**src/rtl/outport_pkg.sv**
```systemverilog
// Shared constants and types for the output-port controller.
// Assumes command bytes and port bytes are 8 bits wide.
package outport_pkg;
    localparam int unsigned BYTE_W = 8;

    localparam logic [BYTE_W-1:0] OP_GATE_ON  = 8'hDF;
    localparam logic [BYTE_W-1:0] OP_GATE_OFF = 8'hDD;
    localparam logic [3:0]        OP_PULSE_HI = 4'hF;

    localparam logic [BYTE_W-1:0] PORT_INIT   = 8'hCF;

    localparam int unsigned BIT_RESET = 0;
    localparam int unsigned BIT_GATE  = 1;
    localparam int unsigned BIT_FLAGK = 4;
    localparam int unsigned BIT_FLAGA = 5;

    typedef struct packed {
        logic gate_on;
        logic gate_off;
        logic pulse_rst;
    } cmd_act_t;
endpackage

```
**src/rtl/outport_cmd_decode.sv**
```systemverilog
// Combinational command classifier.
// Turns a valid command byte into at most one action: raise A20, lower A20,
// or pulse the reset bit. Pulse-group commands with bit 0 set, and all
// unlisted bytes, give no action.
module outport_cmd_decode
    import outport_pkg::*;
(
    input  logic              cmd_valid,
    input  logic [BYTE_W-1:0] cmd_byte,
    output cmd_act_t          act
);
    logic in_pulse_group;

    // Classify the pulse group by its upper nibble.
    always_comb begin
        in_pulse_group = (cmd_byte[BYTE_W-1:4] == OP_PULSE_HI);
    end

    // Produce the action flags for a valid command.
    always_comb begin
        act           = '0;
        act.gate_on   = cmd_valid && (cmd_byte == OP_GATE_ON);
        act.gate_off  = cmd_valid && (cmd_byte == OP_GATE_OFF);
        act.pulse_rst = cmd_valid && in_pulse_group && !cmd_byte[BIT_RESET];
    end
endmodule

```
**src/rtl/outport_port_reg.sv**
```systemverilog
// Output-port storage, A20 gate and single-cycle reset request.
// A direct write takes precedence over A20 commands in the same cycle.
// Bits 4 and 5 of the visible value come from the arbiter flags.
// Assumes act holds at most one action (see the decoder).
module outport_port_reg
    import outport_pkg::*;
(
    input  logic              clk,
    input  logic              rst_n,
    input  cmd_act_t          act,
    input  logic              port_wr,
    input  logic [BYTE_W-1:0] port_wdata,
    input  logic              obf_kbd,
    input  logic              obf_aux,
    output logic [BYTE_W-1:0] port_value,
    output logic              a20_gate,
    output logic              rst_req
);
    logic [BYTE_W-1:0] port_q;
    logic              wr_rst;

    // A written byte with a low reset bit asks for a reset.
    always_comb begin
        wr_rst = port_wr && !port_wdata[BIT_RESET];
    end

    // Update the stored port: write first, then A20 commands.
    always_ff @(posedge clk) begin
        if (!rst_n) begin
            port_q <= PORT_INIT;
        end else if (port_wr) begin
            port_q <= port_wdata;
        end else if (act.gate_on) begin
            port_q[BIT_GATE] <= 1'b1;
        end else if (act.gate_off) begin
            port_q[BIT_GATE] <= 1'b0;
        end
    end

    // Register the one-cycle reset request.
    always_ff @(posedge clk) begin
        if (!rst_n) begin
            rst_req <= 1'b0;
        end else begin
            rst_req <= act.pulse_rst || wr_rst;
        end
    end

    // Merge the live buffer-full flags into the visible port value.
    always_comb begin
        port_value            = port_q;
        port_value[BIT_FLAGK] = obf_kbd;
        port_value[BIT_FLAGA] = obf_aux;
        a20_gate              = port_q[BIT_GATE];
    end

    assert_one_action_R10: assert property (@(posedge clk) disable iff (!rst_n)
        $onehot0(act));

    assert_gate_on_R2: assert property (@(posedge clk) disable iff (!rst_n)
        (act.gate_on && !port_wr) |=> a20_gate);

    assert_gate_off_R3: assert property (@(posedge clk) disable iff (!rst_n)
        (act.gate_off && !port_wr) |=> !a20_gate);

    assert_write_gate_R6: assert property (@(posedge clk) disable iff (!rst_n)
        port_wr |=> (a20_gate == $past(port_wdata[BIT_GATE])));

    assert_single_pulse_R4: assert property (@(posedge clk) disable iff (!rst_n)
        (rst_req && !act.pulse_rst && !wr_rst) |=> !rst_req);
endmodule

```
**src/rtl/outport_rst_stretch.sv**
```systemverilog
// Stretches the one-cycle reset request to PULSE_CYCLES cycles.
// A new request reloads the full count, even during a running pulse.
// Assumes PULSE_CYCLES >= 1.
module outport_rst_stretch #(
    parameter int unsigned PULSE_CYCLES = 1500
) (
    input  logic clk,
    input  logic rst_n,
    input  logic trigger,
    output logic stretched
);
    localparam int unsigned CNT_W = $clog2(PULSE_CYCLES + 1);
    localparam logic [CNT_W-1:0] CNT_LOAD = CNT_W'(PULSE_CYCLES);

    logic [CNT_W-1:0] cnt_q;

    // Load on trigger, otherwise count down to zero.
    always_ff @(posedge clk) begin
        if (!rst_n) begin
            cnt_q <= '0;
        end else if (trigger) begin
            cnt_q <= CNT_LOAD;
        end else if (cnt_q != '0) begin
            cnt_q <= cnt_q - 1'b1;
        end
    end

    // The pulse lasts while the count is nonzero.
    always_comb begin
        stretched = (cnt_q != '0);
    end

    assert_cnt_bound_R9: assert property (@(posedge clk) disable iff (!rst_n)
        cnt_q <= CNT_LOAD);

    assert_follows_trigger_R9: assert property (@(posedge clk) disable iff (!rst_n)
        trigger |=> stretched);

    assert_rise_cause_R9: assert property (@(posedge clk) disable iff (!rst_n)
        $rose(stretched) |-> $past(trigger));
endmodule

```
**src/rtl/outport_ctrl.sv**
```systemverilog
// Top level of the keyboard-controller output-port block.
// Decodes commands, keeps the port register, drives A20 and produces
// both a one-cycle and a stretched reset request. The stretched width is
// CLK_KHZ * PULSE_NS / 1e6 cycles, and never less than one cycle.
module outport_ctrl
    import outport_pkg::*;
#(
    parameter int unsigned CLK_KHZ  = 250000,
    parameter int unsigned PULSE_NS = 6000
) (
    input  logic       clk,
    input  logic       rst_n,
    input  logic       cmd_valid,
    input  logic [7:0] cmd_byte,
    input  logic       port_wr,
    input  logic [7:0] port_wdata,
    input  logic       obf_kbd,
    input  logic       obf_aux,
    output logic [7:0] port_value,
    output logic       a20_gate,
    output logic       rst_req,
    output logic       rst_stretched
);
    localparam longint unsigned PULSE_RAW =
        (longint'(CLK_KHZ) * longint'(PULSE_NS)) / 64'd1000000;
    localparam int unsigned PULSE_CYCLES =
        (PULSE_RAW == 0) ? 1 : int'(PULSE_RAW);

    cmd_act_t act;

    outport_cmd_decode u_decode (
        .cmd_valid (cmd_valid),
        .cmd_byte  (cmd_byte),
        .act       (act)
    );

    outport_port_reg u_port (
        .clk        (clk),
        .rst_n      (rst_n),
        .act        (act),
        .port_wr    (port_wr),
        .port_wdata (port_wdata),
        .obf_kbd    (obf_kbd),
        .obf_aux    (obf_aux),
        .port_value (port_value),
        .a20_gate   (a20_gate),
        .rst_req    (rst_req)
    );

    outport_rst_stretch #(
        .PULSE_CYCLES (PULSE_CYCLES)
    ) u_stretch (
        .clk       (clk),
        .rst_n     (rst_n),
        .trigger   (rst_req),
        .stretched (rst_stretched)
    );

    // every reset request has a cause at the ports one cycle earlier.
    assert_req_cause_R7: assert property (@(posedge clk) disable iff (!rst_n)
        rst_req |-> $past((cmd_valid && cmd_byte[7:4] == 4'hF && !cmd_byte[0])
                          || (port_wr && !port_wdata[0])));

    // without a write or an A20 command the stored bits hold.
    assert_port_hold_R5: assert property (@(posedge clk) disable iff (!rst_n)
        (!$past(port_wr) && !($past(cmd_valid) &&
          ($past(cmd_byte) == 8'hDF || $past(cmd_byte) == 8'hDD)))
        |-> ((port_value & 8'hCF) == ($past(port_value) & 8'hCF)));
endmodule

```
**config.mk**
```make
export PLATFORM = sky130hd
export DESIGN_NAME = outport_ctrl
export DESIGN_NICKNAME = d
export VERILOG_FILES = /design/src/rtl/outport_pkg.sv /design/src/rtl/outport_cmd_decode.sv /design/src/rtl/outport_port_reg.sv /design/src/rtl/outport_rst_stretch.sv /design/src/rtl/outport_ctrl.sv
export SDC_FILE = /design/constraint.sdc
export NUM_CORES = 1
export LEC_CHECK = 0
export BUFFER_PORTS_ARGS = -buffer_cell sky130_fd_sc_hd__buf_4
export CORE_MARGIN = 5
export CORE_UTILIZATION = 31
export CTS_BUF_LIST = sky130_fd_sc_hd__clkbuf_8
export DETAILED_ROUTE_END_ITERATION = 10
export GPL_TIMING_DRIVEN = 1
export MAX_ROUTING_LAYER = met4
export PLACE_DENSITY = 0.63
export SYNTH_ARGS = -nofsm -noshare
export SYNTH_HDL_FRONTEND = slang
export SYNTH_SLANG_ARGS = --single-unit
```
**constraint.sdc**
```tcl
create_clock -name clk -period 3.8 [get_ports clk]
set_clock_uncertainty 0.2 [all_clocks]
set_input_delay 0.76 -clock clk [delete_from_list [all_inputs] [get_ports clk]]
set_output_delay 0.76 -clock clk [all_outputs]
set_load 0.02 [all_outputs]
```
==> flow_metrics.env <==
export IMPL_status="finished, final reports clean"
export IMPL_drc_errors=0
export IMPL_synth_fa_ha_area_share_pct=2.75
export IMPL_yosys_register_bits=18
export IMPL_ant_nets=0
export IMPL_first_pass_iters=4
export IMPL_clkTransAtPathRegs_ns=0.07
export IMPL_grt_max_degree=11
export IMPL_whs_ns=0.284
export IMPL_synthSimpleGateAreaFrac_pct=21.3
export IMPL_yosysTopAreaCellShare_pct=39.6
export IMPL_layout_cells_non_filler=155
export IMPL_fin_crit_ns=2.71
export IMPL_synth_top_cell_by_area="dfxtp_1"
export IMPL_crit_type="reg2out"
export IMPL_io_buffer_count=26
export IMPL_grt_pass1_vias=761
export IMPL_endpoint="rst_stretched"
export IMPL_max_freq_ghz=0.368
export IMPL_start_util_pct=32.7
export IMPL_ys_flop_type="dfxtp_1"
export IMPL_cp_required_ns=2.84
export IMPL_nNetsFinal=149
export IMPL_drive_above_1_share_pct=28.2
export IMPL_critPathArrivalTime_ns=1.75
export IMPL_synth_top_family_by_area="simple AND/OR/NAND/NOR gates"
export IMPL_max_vdd_ir_drop_mv=0.491
export IMPL_die_area_um2=4120
export IMPL_n_antenna_cell=0
export IMPL_fin_area_um2=1160
export IMPL_area_delta_synth_final_pct=27.5
export IMPL_power_density_nw_per_um2=766
export IMPL_r2r_end="u_stretch.cnt_q[6]$_SDFFE_PN0P_"
export IMPL_htree_levels=1
export IMPL_ctsHoldBuffers=0
export IMPL_vias_per_cell=5.00
export IMPL_synth_edff_count=0
export IMPL_place_hpwl_um=1440
export IMPL_fp_row_count=19
export IMPL_synth_cell_types=35
export IMPL_cts_setup_buffers=0
export IMPL_globalRouteOverflowTotal=0
export IMPL_clock_sinks=18
export IMPL_die_y_um=64.2
export IMPL_post_place_ws_ns=1.35
export IMPL_synthMuxAreaShare_pct=7.69
export IMPL_clockBufferDepth=2
export IMPL_report_final_setup_viol=0
export IMPL_vias=775
export IMPL_period_share_pct=71.4
export IMPL_setup_tns_ns=0
export IMPL_syn_nets=125
export IMPL_rsz0062_at_grt="no"
export IMPL_die_w_um=64.2
export IMPL_grt_pass1_wl_um=3190
export IMPL_maxCapViolations=0
export IMPL_avgSynthCellArea_um2=9.02
export IMPL_synthesis_area_um2=911
export IMPL_ys_top_cells_by_area="dfxtp_1 40%, mux2i_1 7.7%, nor2_1 4.5%"
export IMPL_ff2ff_path_depth=4
export IMPL_io_pins=33
export IMPL_place_congestion=0.707
export IMPL_synthCells=101
export IMPL_num_fill_cells=277
export IMPL_cts_tree="built"
export IMPL_worstMarginPinSlew_ns=0.430
export IMPL_cp_start_kind="flip-flop"
export IMPL_layout_setup_ws_ns=1.09
export IMPL_synthXorXnorAreaFrac_pct=4.81
export IMPL_synth_warnings=0
export IMPL_final_common_cell="buf_4"
export IMPL_dp_cells=151
export IMPL_cp_max_fo=6
export IMPL_root_buffer="clkbuf_8"
export IMPL_finalHoldViolations=0
export IMPL_reg2reg_slack_ns=1.85
export IMPL_synth_compound_area_share_pct=16.3
export IMPL_layout_common_cells="26 x buf_4, 18 x dfxtp_1, 11 x nor2_1, 8 x inv_1, 8 x a21oi_1"
export IMPL_place_area_um2=1110
export IMPL_numCtsBuffers=3
export IMPL_core_area_um2=2780
export IMPL_cp_end_kind="output port"
export IMPL_reg2reg_from="u_stretch.cnt_q[5]$_SDFFE_PP0P_"
export IMPL_insertion_delay_ns=0.25
export IMPL_antenna_found_initial=0
export IMPL_drv_slew=0
export IMPL_max_slew_margin_pct=71.1
export IMPL_grt_use_total_pct=9.58
export IMPL_async_flop_share_pct=0
export IMPL_p_leak_uw=0.000485
export IMPL_post_drt_wl_per_cell_um=11.8
export IMPL_hold_class="reg2reg"
export IMPL_crit_start="u_stretch.cnt_q[0]$_SDFFE_PP0P_"
export IMPL_first_iter_violations=27
export IMPL_drt_total_wl_um=1840
export IMPL_cts_resized_gates=0
export IMPL_yosysSeqAreaShare_pct=39.6
kinds of logic after synthesis:
| logic type | count (synthesis) |
|---|---|
| muxes | 7 |
| adders and majority gates | 2 |
| and+or+nand+nor | 33 |
| DFF | 18 |
| AOI/OAI and AO/OA | 21 |
| buffers and inverters | 15 |
| xor gates and xnor gates | 5 |
power breakdown:
group / internal, uW / switching [uW]
logic: 196 / 222
registers: 246 / 70.0
clock network: 92.0 / 63.1
state kept, by name, summed over array words and instances, names as in the netlist:
name / count
u_port.rst_req: 1
u_port.port_q: 6
u_stretch.cnt_q: 11
worst min-delay path by stage:
| stage | startpoint | to | slack (ns) | depth (start not counted) |
|---|---|---|---|---|
| floorplan | u_stretch.cnt_q[1]$_SDFFE_PP0P_ | u_stretch.cnt_q[1]$_SDFFE_PP0P_ | 0.31 | 2 |
| global placement | u_port.port_q[7]$_SDFFE_PN1P_ | u_port.port_q[7]$_SDFFE_PN1P_ | 0.26 | 2 |
| finish | u_port.port_q[6]$_SDFFE_PN1P_ | u_port.port_q[6]$_SDFFE_PN1P_ | 0.28 | 2 |
| detailed placement | u_port.port_q[3]$_SDFFE_PN1P_ | u_port.port_q[3]$_SDFFE_PN1P_ | 0.27 | 2 |
| CTS | u_port.port_q[6]$_SDFFE_PN1P_ | u_port.port_q[6]$_SDFFE_PN1P_ | 0.29 | 2 |
| global route | u_port.port_q[6]$_SDFFE_PN1P_ | u_port.port_q[6]$_SDFFE_PN1P_ | 0.32 | 2 |
final cells by class:
cell class / count / area [um2] / share of cell area, %
Clock buffer: 4 / 55.1 / 4.74
Inverter: 8 / 30.0 / 2.59
Multi-Input combinational cell: 68 / 482 / 41.5
Sequential cell: 18 / 360 / 31.0
Tap cell: 31 / 38.8 / 3.34
Timing Repair Buffer: 26 / 195 / 16.8
routing by layer:
metal	GRT usage, %	vias up	part of all wire, %
met1	12.4	343	49
met3	3.68	0	8.9
li1	-	402	-
met5	-	-	0
met2	14.4	30	42
met4	1.53	0	0
synth_stat cells, drive strengths merged, types with 2 or more instances:
library cell,n
o31ai,2
xnor2,2
dfxtp,18
xor2,3
a21oi,8
a31oi,3
o311ai,3
nand2,5
mux2i,7
clkbuf,3
nor4,3
ha,2
inv,8
nor3,2
o21ai,2
nor2,11
buf,4
nor3b,3
worst max-delay path: stages (launching register included):
cell and delay (ns):
dfxtp_1 0.35, inv_1 0.09, ha_1 0.16, nor4b_2 0.35
nand3_1 0.30, buf_4 0.25
per-stage QoR:
stage               power, uW  utilization, %
floorplan                 657               -
global placement          727            39.8
detailed placement        739            39.8
CTS                       898            41.7
global route              961            41.7
finish                    890            41.7
No activity file was read; power rests on OpenSTA's default activity.
